[config.mk]
export PLATFORM = sky130hd
export DESIGN_NAME = lcd_cmd_interp
export DESIGN_NICKNAME = d
export VERILOG_FILES = /design/src/rtl/lcd_cmd_pkg.sv /design/src/rtl/lcd_addr_gen.sv /design/src/rtl/lcd_cmd_dec.sv /design/src/rtl/lcd_cmd_interp.sv
export SDC_FILE = /design/constraint.sdc
export NUM_CORES = 1
export LEC_CHECK = 0
export BUFFER_PORTS_ARGS = -buffer_cell sky130_fd_sc_hd__buf_2
export CORE_MARGIN = 2
export CORE_UTILIZATION = 45
export DETAILED_ROUTE_END_ITERATION = 12
export PLACE_DENSITY = 0.77
export SYNTH_ARGS = -nofsm -noshare
export SYNTH_HDL_FRONTEND = slang
export SYNTH_HIERARCHICAL = 1
export SYNTH_SLANG_ARGS = --single-unit
[constraint.sdc]
create_clock -name clk -period 2.3 [get_ports clk]
set_input_delay 0.345 -clock clk [delete_from_list [all_inputs] [get_ports clk]]
set_output_delay 0.345 -clock clk [all_outputs]
set_load 0.02 [all_outputs]
[src/rtl/lcd_cmd_pkg.sv]
package lcd_cmd_pkg;

  typedef enum logic [1:0] {
    ST_IDLE  = 2'd0,
    ST_CTRL  = 2'd1,
    ST_WDATA = 2'd2,
    ST_RDATA = 2'd3
  } dec_state_t;

  typedef enum logic [2:0] {
    OP_NONE   = 3'd0,
    OP_PTR    = 3'd1,
    OP_MODE   = 3'd2,
    OP_DEVSEL = 3'd3,
    OP_BANK   = 3'd4
  } ctrl_op_t;

  // Opcode field of a control byte (bits 6:0)
  function automatic ctrl_op_t op_decode(input logic [6:0] b);
    if (!b[6])                  return OP_PTR;
    else if (b[5] == 1'b0)      return OP_MODE;
    else if (b[4] == 1'b0)      return OP_DEVSEL;
    else if (b[3:2] == 2'b00)   return OP_BANK;
    else                        return OP_NONE;
  endfunction

  // Pointer value carried by a load-pointer byte
  function automatic logic [7:0] ptr_field(input logic [6:0] b);
    return {b[5:0], 2'b00};
  endfunction

endpackage

[src/rtl/lcd_addr_gen.sv]
module lcd_addr_gen #(
  parameter int DEPTH = 160,
  parameter int SUB_W = 4,
  localparam int AW = $clog2(DEPTH)
) (
  input  logic             clk,
  input  logic             rst_n,
  input  logic             ld_ptr,
  input  logic [AW-1:0]    ld_ptr_val,
  input  logic             ld_sub,
  input  logic [SUB_W-1:0] ld_sub_val,
  input  logic             adv,
  output logic [AW-1:0]    ptr_o,
  output logic [SUB_W-1:0] sub_o
);

  localparam logic [AW-1:0] LAST = AW'(DEPTH - 1);

  // {wrap, next pointer}
  function automatic logic [AW:0] ptr_step(input logic [AW-1:0] p);
    if (p == LAST) return {1'b1, {AW{1'b0}}};
    else           return {1'b0, p + AW'(1)};
  endfunction

  logic [AW:0] step;
  logic        wrap_evt;

  assign step     = ptr_step(ptr_o);
  assign wrap_evt = adv && step[AW];

  always_ff @(posedge clk or negedge rst_n) begin
    if (!rst_n) begin
      ptr_o <= '0;
      sub_o <= '0;
    end else begin
      if (ld_ptr)   ptr_o <= ld_ptr_val;
      else if (adv) ptr_o <= step[AW-1:0];
      if (ld_sub)        sub_o <= ld_sub_val;
      else if (wrap_evt) sub_o <= sub_o + SUB_W'(1);
    end
  end

  a_r7_ptr_inc: assert property (@(posedge clk) disable iff (!rst_n)
    (adv && !ld_ptr && ptr_o != LAST) |=> (int'(ptr_o) == int'($past(ptr_o)) + 1));

  a_r8_wrap_sub: assert property (@(posedge clk) disable iff (!rst_n)
    (adv && !ld_sub && ptr_o == LAST) |=> (ptr_o == '0 && sub_o == $past(sub_o) + SUB_W'(1)));

  a_r8_ptr_range: assert property (@(posedge clk) disable iff (!rst_n)
    int'(ptr_o) < DEPTH);

endmodule

[src/rtl/lcd_cmd_dec.sv]
module lcd_cmd_dec
  import lcd_cmd_pkg::*;
#(
  parameter int DEPTH = 160,
  parameter int SUB_W = 4,
  localparam int AW = $clog2(DEPTH)
) (
  input  logic             clk,
  input  logic             rst_n,
  input  logic             start_i,
  input  logic             stop_i,
  input  logic             rnw_i,
  input  logic             rx_vld_i,
  input  logic [7:0]       rx_byte_i,
  input  logic             tx_take_i,
  input  logic             tx_nack_i,
  input  logic             access_ok,
  input  logic [7:0]       ram_rdata_i,
  output logic             ld_ptr,
  output logic [AW-1:0]    ld_ptr_val,
  output logic             ld_sub,
  output logic [SUB_W-1:0] ld_sub_val,
  output logic             data_adv,
  output logic             ram_we_o,
  output logic             ram_re_o,
  output logic [7:0]       tx_byte_o,
  output logic [1:0]       mux_rate_o,
  output logic [1:0]       disp_ctl_o,
  output logic [1:0]       start_bank_o,
  output logic             mixed_o
);

  dec_state_t state_q, state_d;
  logic       rd_first_q, rd_pend_q, rd_hit_q;
  logic       bus_evt;
  logic       ev_ctrl, ev_wdata, ev_fetch;
  ctrl_op_t   op;
  logic [7:0] ld_raw;

  assign bus_evt  = start_i || stop_i;
  assign ev_ctrl  = (state_q == ST_CTRL)  && rx_vld_i && !bus_evt;
  assign ev_wdata = (state_q == ST_WDATA) && rx_vld_i && !bus_evt;
  assign ev_fetch = (state_q == ST_RDATA) && !bus_evt && !tx_nack_i &&
                    (rd_first_q || tx_take_i);

  assign op         = op_decode(rx_byte_i[6:0]);
  assign ld_raw     = ptr_field(rx_byte_i[6:0]);
  assign ld_ptr     = ev_ctrl && (op == OP_PTR) && (int'(ld_raw) < DEPTH);
  assign ld_ptr_val = AW'(ld_raw);
  assign ld_sub     = ev_ctrl && (op == OP_DEVSEL);
  assign ld_sub_val = SUB_W'(rx_byte_i[3:0]);

  assign data_adv = ev_wdata || ev_fetch;
  assign ram_we_o = ev_wdata && access_ok;
  assign ram_re_o = ev_fetch && access_ok;

  always_comb begin
    state_d = state_q;
    if (start_i)                               state_d = rnw_i ? ST_RDATA : ST_CTRL;
    else if (stop_i)                           state_d = ST_IDLE;
    else if (ev_ctrl && !rx_byte_i[7])         state_d = ST_WDATA;
    else if (state_q == ST_RDATA && tx_nack_i) state_d = ST_IDLE;
  end

  always_ff @(posedge clk or negedge rst_n) begin
    if (!rst_n) begin
      state_q      <= ST_IDLE;
      rd_first_q   <= 1'b0;
      rd_pend_q    <= 1'b0;
      rd_hit_q     <= 1'b0;
      tx_byte_o    <= 8'hFF;
      mux_rate_o   <= 2'b11;
      disp_ctl_o   <= 2'b00;
      start_bank_o <= 2'b00;
      mixed_o      <= 1'b0;
    end else begin
      state_q   <= state_d;
      rd_pend_q <= ev_fetch;
      rd_hit_q  <= ram_re_o;
      if (start_i)       rd_first_q <= rnw_i;
      else if (stop_i || ev_fetch) rd_first_q <= 1'b0;
      if (rd_pend_q) tx_byte_o <= rd_hit_q ? ram_rdata_i : 8'hFF;
      if (ev_ctrl && op == OP_MODE) begin
        mixed_o    <= rx_byte_i[4];
        mux_rate_o <= rx_byte_i[3:2];
        disp_ctl_o <= rx_byte_i[1:0];
      end
      if (ev_ctrl && op == OP_BANK) start_bank_o <= rx_byte_i[1:0];
    end
  end

  a_r12_start_ctrl: assert property (@(posedge clk) disable iff (!rst_n)
    start_i |=> (state_q == ST_CTRL || state_q == ST_RDATA));

  a_r12_stop_idle: assert property (@(posedge clk) disable iff (!rst_n)
    (stop_i && !start_i) |=> (state_q == ST_IDLE && !ram_we_o && !ram_re_o));

  a_r2_last_ctrl: assert property (@(posedge clk) disable iff (!rst_n)
    (ev_ctrl && !rx_byte_i[7]) |=> (state_q == ST_WDATA));

  a_r2_no_decode_in_data: assert property (@(posedge clk) disable iff (!rst_n)
    (state_q == ST_WDATA && !start_i) |=> $stable(mux_rate_o) && $stable(start_bank_o));

  a_r11_nack_ends: assert property (@(posedge clk) disable iff (!rst_n)
    (state_q == ST_RDATA && tx_nack_i && !start_i) |=> !ram_re_o);

  a_r10_fill: assert property (@(posedge clk) disable iff (!rst_n)
    (ev_fetch && !access_ok) |=> ##1 (tx_byte_o == 8'hFF));

endmodule

[src/rtl/lcd_cmd_interp.sv]
module lcd_cmd_interp #(
  parameter int DEPTH  = 160,
  parameter int SUB_W  = 4,
  parameter int HW_SUB = 0,
  localparam int AW = $clog2(DEPTH)
) (
  input  logic             clk,
  input  logic             rst_n,
  input  logic             start_i,
  input  logic             stop_i,
  input  logic             rnw_i,
  input  logic             rx_vld_i,
  input  logic [7:0]       rx_byte_i,
  input  logic             tx_take_i,
  input  logic             tx_nack_i,
  output logic             ram_we_o,
  output logic             ram_re_o,
  output logic [AW-1:0]    ram_addr_o,
  output logic [7:0]       ram_wdata_o,
  input  logic [7:0]       ram_rdata_i,
  output logic [7:0]       tx_byte_o,
  output logic [1:0]       mux_rate_o,
  output logic [1:0]       disp_ctl_o,
  output logic [1:0]       start_bank_o,
  output logic             mixed_o,
  output logic [SUB_W-1:0] subaddr_o
);

  logic             ld_ptr, ld_sub, data_adv, access_ok;
  logic [AW-1:0]    ld_ptr_val;
  logic [SUB_W-1:0] ld_sub_val;

  assign access_ok   = mixed_o && (subaddr_o == SUB_W'(HW_SUB));
  assign ram_wdata_o = rx_byte_i;

  lcd_cmd_dec #(.DEPTH(DEPTH), .SUB_W(SUB_W)) u_dec (
    .clk(clk), .rst_n(rst_n),
    .start_i(start_i), .stop_i(stop_i), .rnw_i(rnw_i),
    .rx_vld_i(rx_vld_i), .rx_byte_i(rx_byte_i),
    .tx_take_i(tx_take_i), .tx_nack_i(tx_nack_i),
    .access_ok(access_ok), .ram_rdata_i(ram_rdata_i),
    .ld_ptr(ld_ptr), .ld_ptr_val(ld_ptr_val),
    .ld_sub(ld_sub), .ld_sub_val(ld_sub_val),
    .data_adv(data_adv),
    .ram_we_o(ram_we_o), .ram_re_o(ram_re_o), .tx_byte_o(tx_byte_o),
    .mux_rate_o(mux_rate_o), .disp_ctl_o(disp_ctl_o),
    .start_bank_o(start_bank_o), .mixed_o(mixed_o)
  );

  lcd_addr_gen #(.DEPTH(DEPTH), .SUB_W(SUB_W)) u_addr (
    .clk(clk), .rst_n(rst_n),
    .ld_ptr(ld_ptr), .ld_ptr_val(ld_ptr_val),
    .ld_sub(ld_sub), .ld_sub_val(ld_sub_val),
    .adv(data_adv),
    .ptr_o(ram_addr_o), .sub_o(subaddr_o)
  );

  a_r9_strobe_gate: assert property (@(posedge clk) disable iff (!rst_n)
    (ram_we_o || ram_re_o) |-> (mixed_o && subaddr_o == SUB_W'(HW_SUB)));

  a_r9_one_strobe: assert property (@(posedge clk) disable iff (!rst_n)
    !(ram_we_o && ram_re_o));

  a_r7_write_moves: assert property (@(posedge clk) disable iff (!rst_n)
    (ram_we_o && !start_i && !stop_i) |=> (ram_addr_o != $past(ram_addr_o)));

endmodule

==> metrics.yaml <==
portBuffers: 60
cts_resized: 0
nFillCells: 369
area_growth_pct: 17.9
tns_ns: 0
maxSlewHeadroom_pct: 53.4
fmax_mhz: 477
grt_pass1_vias: 1257
clkSinkCount: 32
status: "finished clean"
fin_crit_ns: 2.10
ys_seq_elements: 32
antenna_found_initial: 0
cts_buffers: 5
die_w_um: 67.1
synth.most_common_cell: "dfrtp_1"
synth_top_family_by_area: "simple AND/OR/NAND/NOR gates"
cpPeakStageDelay_ns: 0.49
skew_ns: 0.00397
rows: 22
synth_area_per_cell_um2: 9.75
grt_max_degree: 33
grt_overflow_total: 0
multi_input_area_um2: 766
synthAdderAreaFrac_pct: 1.39
initial_core_util_pct: 47.9
io_pins: 61
cts_hold_buf: 0
root_buffer: "clkbuf_8"
ys_warn_count: 6
diodes: 0
ant_nets: 0
routabilityCongestion: 0.980
rsz0062_at_grt: "false"
critPathKind: "reg -> reg"
hold_class: "in -> async"
die_y_um: 67.1
synth-xor-area-share_pct: 2.93
critPathSlowestCell: "nor4_1"
htreeDepth: 2
worst_path_dominant_cell_family: "simple AND/OR/NAND/NOR gates"
drive_gt1_share_pct: 42.2
synthMuxAreaShare_pct: 6.76
cap_violations: 0
ff2ff_setup_slack_ns: 0.20
synth_ff_type: "dfrtp_1"
reg2regPathDepth: 7
final_max_slew_viol_count: 0
synth_compound_area_share_pct: 10.6
synthDistinctLibCells: 47
drt_iter0_drc: 63
tritoncts: "yes"
via_per_inst: 5.18
synth_area_um2: 1790
track_usage_pct: 18.2
dp_hpwl_um: 2880
design.core.area_um2: 3740
wl_per_cell_um: 13.3
critPathCaptureType: "flop"
yosysSeqAreaShare_pct: 45.3
crit_path_cell_trace: "nand3b_1, nor4_1, a31o_2, nand4b_1, nor3_1, xor2_1, mux2_2"
arrival_ns: 2.26
synth_top_area_share_pct: 30.7
crit_buf_inv: 0
p_leak_nw: 1.02
hold_viol_final: 0
irDropWorstVdd_v: 0.000562
die-area_um2: 4510
syn_inst: 184
path_clk_slew_ns: 0.06
insertion_delay_ns: 0.28
worst_pin_slew_ns: 0.699
synthSimpleGateAreaFrac_pct: 20.6
finalSetupViolations: 0
yosys-top-cells-area: "dfrtp_1, dfstp_2, buf_4"
fin_crit_sh_pct: 91.2
drc: 0
r2r-end: "u_addr/sub_o[3]"
crit_required_ns: 2.47
synth_edf_count: 0
vias: 1449
synth.cells.most_frequent: "dfrtp_1, nand2_1, buf_4"
grt_pass1_wl_um: 5930
final_nets: 257
power_density_nw_per_um2: 756
seqCellArea_um2: 813
reg2reg_from: "u_dec/state_q[0]"
holdWs_ns: 0.110
post_cts_buffers: 0
start_kind: "flop"
async_flop_share_pct: 100
total_power_mw: 1.60
cp_max_fo: 5
totalWireLength_um: 3720
synth.largest_area_cell: "dfrtp_1"
drt-pass1-iter-count: 4
clockBufferDepth: 2
## sequential cells by signal (all words and copies together), names as in the netlist
register            flops
u_addr/sub_o            4
u_dec/disp_ctl_o        2
u_dec/start_bank_o      2
u_dec/mux_rate_o        2
u_dec/rd_first_q        1
u_dec/tx_byte_o         8
u_dec/mixed_o           1
u_dec/state_q           2
u_addr/ptr_o            8
u_dec/rd_pend_q         1
u_dec/rd_hit_q          1
## placed cells by master, fill, tap and decap left out, types with 3 or more instances in the layout
cell,count
nand3_1,4
dfrtp_1,22
xnor2_1,3
a31oi_1,8
inv_1,11
dfstp_2,10
clkbuf_8,6
nand2_1,21
buf_4,6
o21ai_0,8
nor2_1,12
buf_2,60
a21oi_1,4
xor2_1,3
mux2_2,9
nor3_1,3
## stage by stage
step | area, µm² | util [%] | setup WS (ns) | instances
finish | 2120 | 56.5 | 0.202 | 280
global route | 2120 | 56.5 | 0.106 | 280
CTS | 2120 | 56.5 | 0.254 | 280
detailed placement | 2030 | 54.1 | 0.127 | 272
global placement | 2030 | 54.1 | 0.227 | 272
floorplan | 1800 | - | 0.0754 | 185
## final cells by class
| type | count | share of cell area, % |
|---|---|---|
| Multi-Input combinational cell | 115 | 36.2 |
| Inverter | 11 | 1.95 |
| Sequential cell | 32 | 38.4 |
| Tap cell | 48 | 2.84 |
| Timing Repair Buffer | 66 | 16.3 |
| Clock buffer | 8 | 4.26 |
## cells by family after synthesis
logic type	count (synthesis)
mux	11
flops	32
xor+xnor	6
other cells	1
compound gates	29
buf+inv	38
fa+ha+maj	2
simple gates	65
## worst register-to-register path, stage by stage (launching register included)
cell	delay, ns
dfrtp_1	0.41
nand3b_1	0.11
nor4_1	0.49
a31o_2	0.22
nand4b_1	0.15
nor3_1	0.24
xor2_1	0.09
mux2_2	0.27
## report_power, final
group | leakage, nW | switching [mW] | internal [mW]
combinational | 0.588 | 0.247 | 0.170
clock | 0.0455 | 0.188 | 0.243
sequential | 0.385 | 0.0952 | 0.656
## worst max-delay path by stage
stage / from / to / slack (ns) / cells after the start
6_report: u_dec/state_q[0] / u_addr/sub_o[3] / 0.20 / 7
5_1_grt: u_dec/state_q[0] / u_addr/sub_o[1] / 0.11 / 7
4_1_cts: u_dec/state_q[0] / u_addr/sub_o[3] / 0.25 / 7
3_5_place_dp: tx_nack_i / u_addr/sub_o[3] / 0.13 / 8
3_3_place_gp: stop_i / u_addr/sub_o[3] / 0.23 / 5
2_1_floorplan: stop_i / u_addr/sub_o[3] / 0.08 / 4
## routing by layer
| layer | global-route usage (%) | part of all wire, % |
|---|---|---|
| met1 | 23.4 | 45 |
| met5 | 0 | 0 |
| met2 | 27.8 | 46 |
| met4 | 7.65 | 1.5 |
| met3 | 6.50 | 7.9 |
Note: power is estimated with default switching activity, not from simulation.
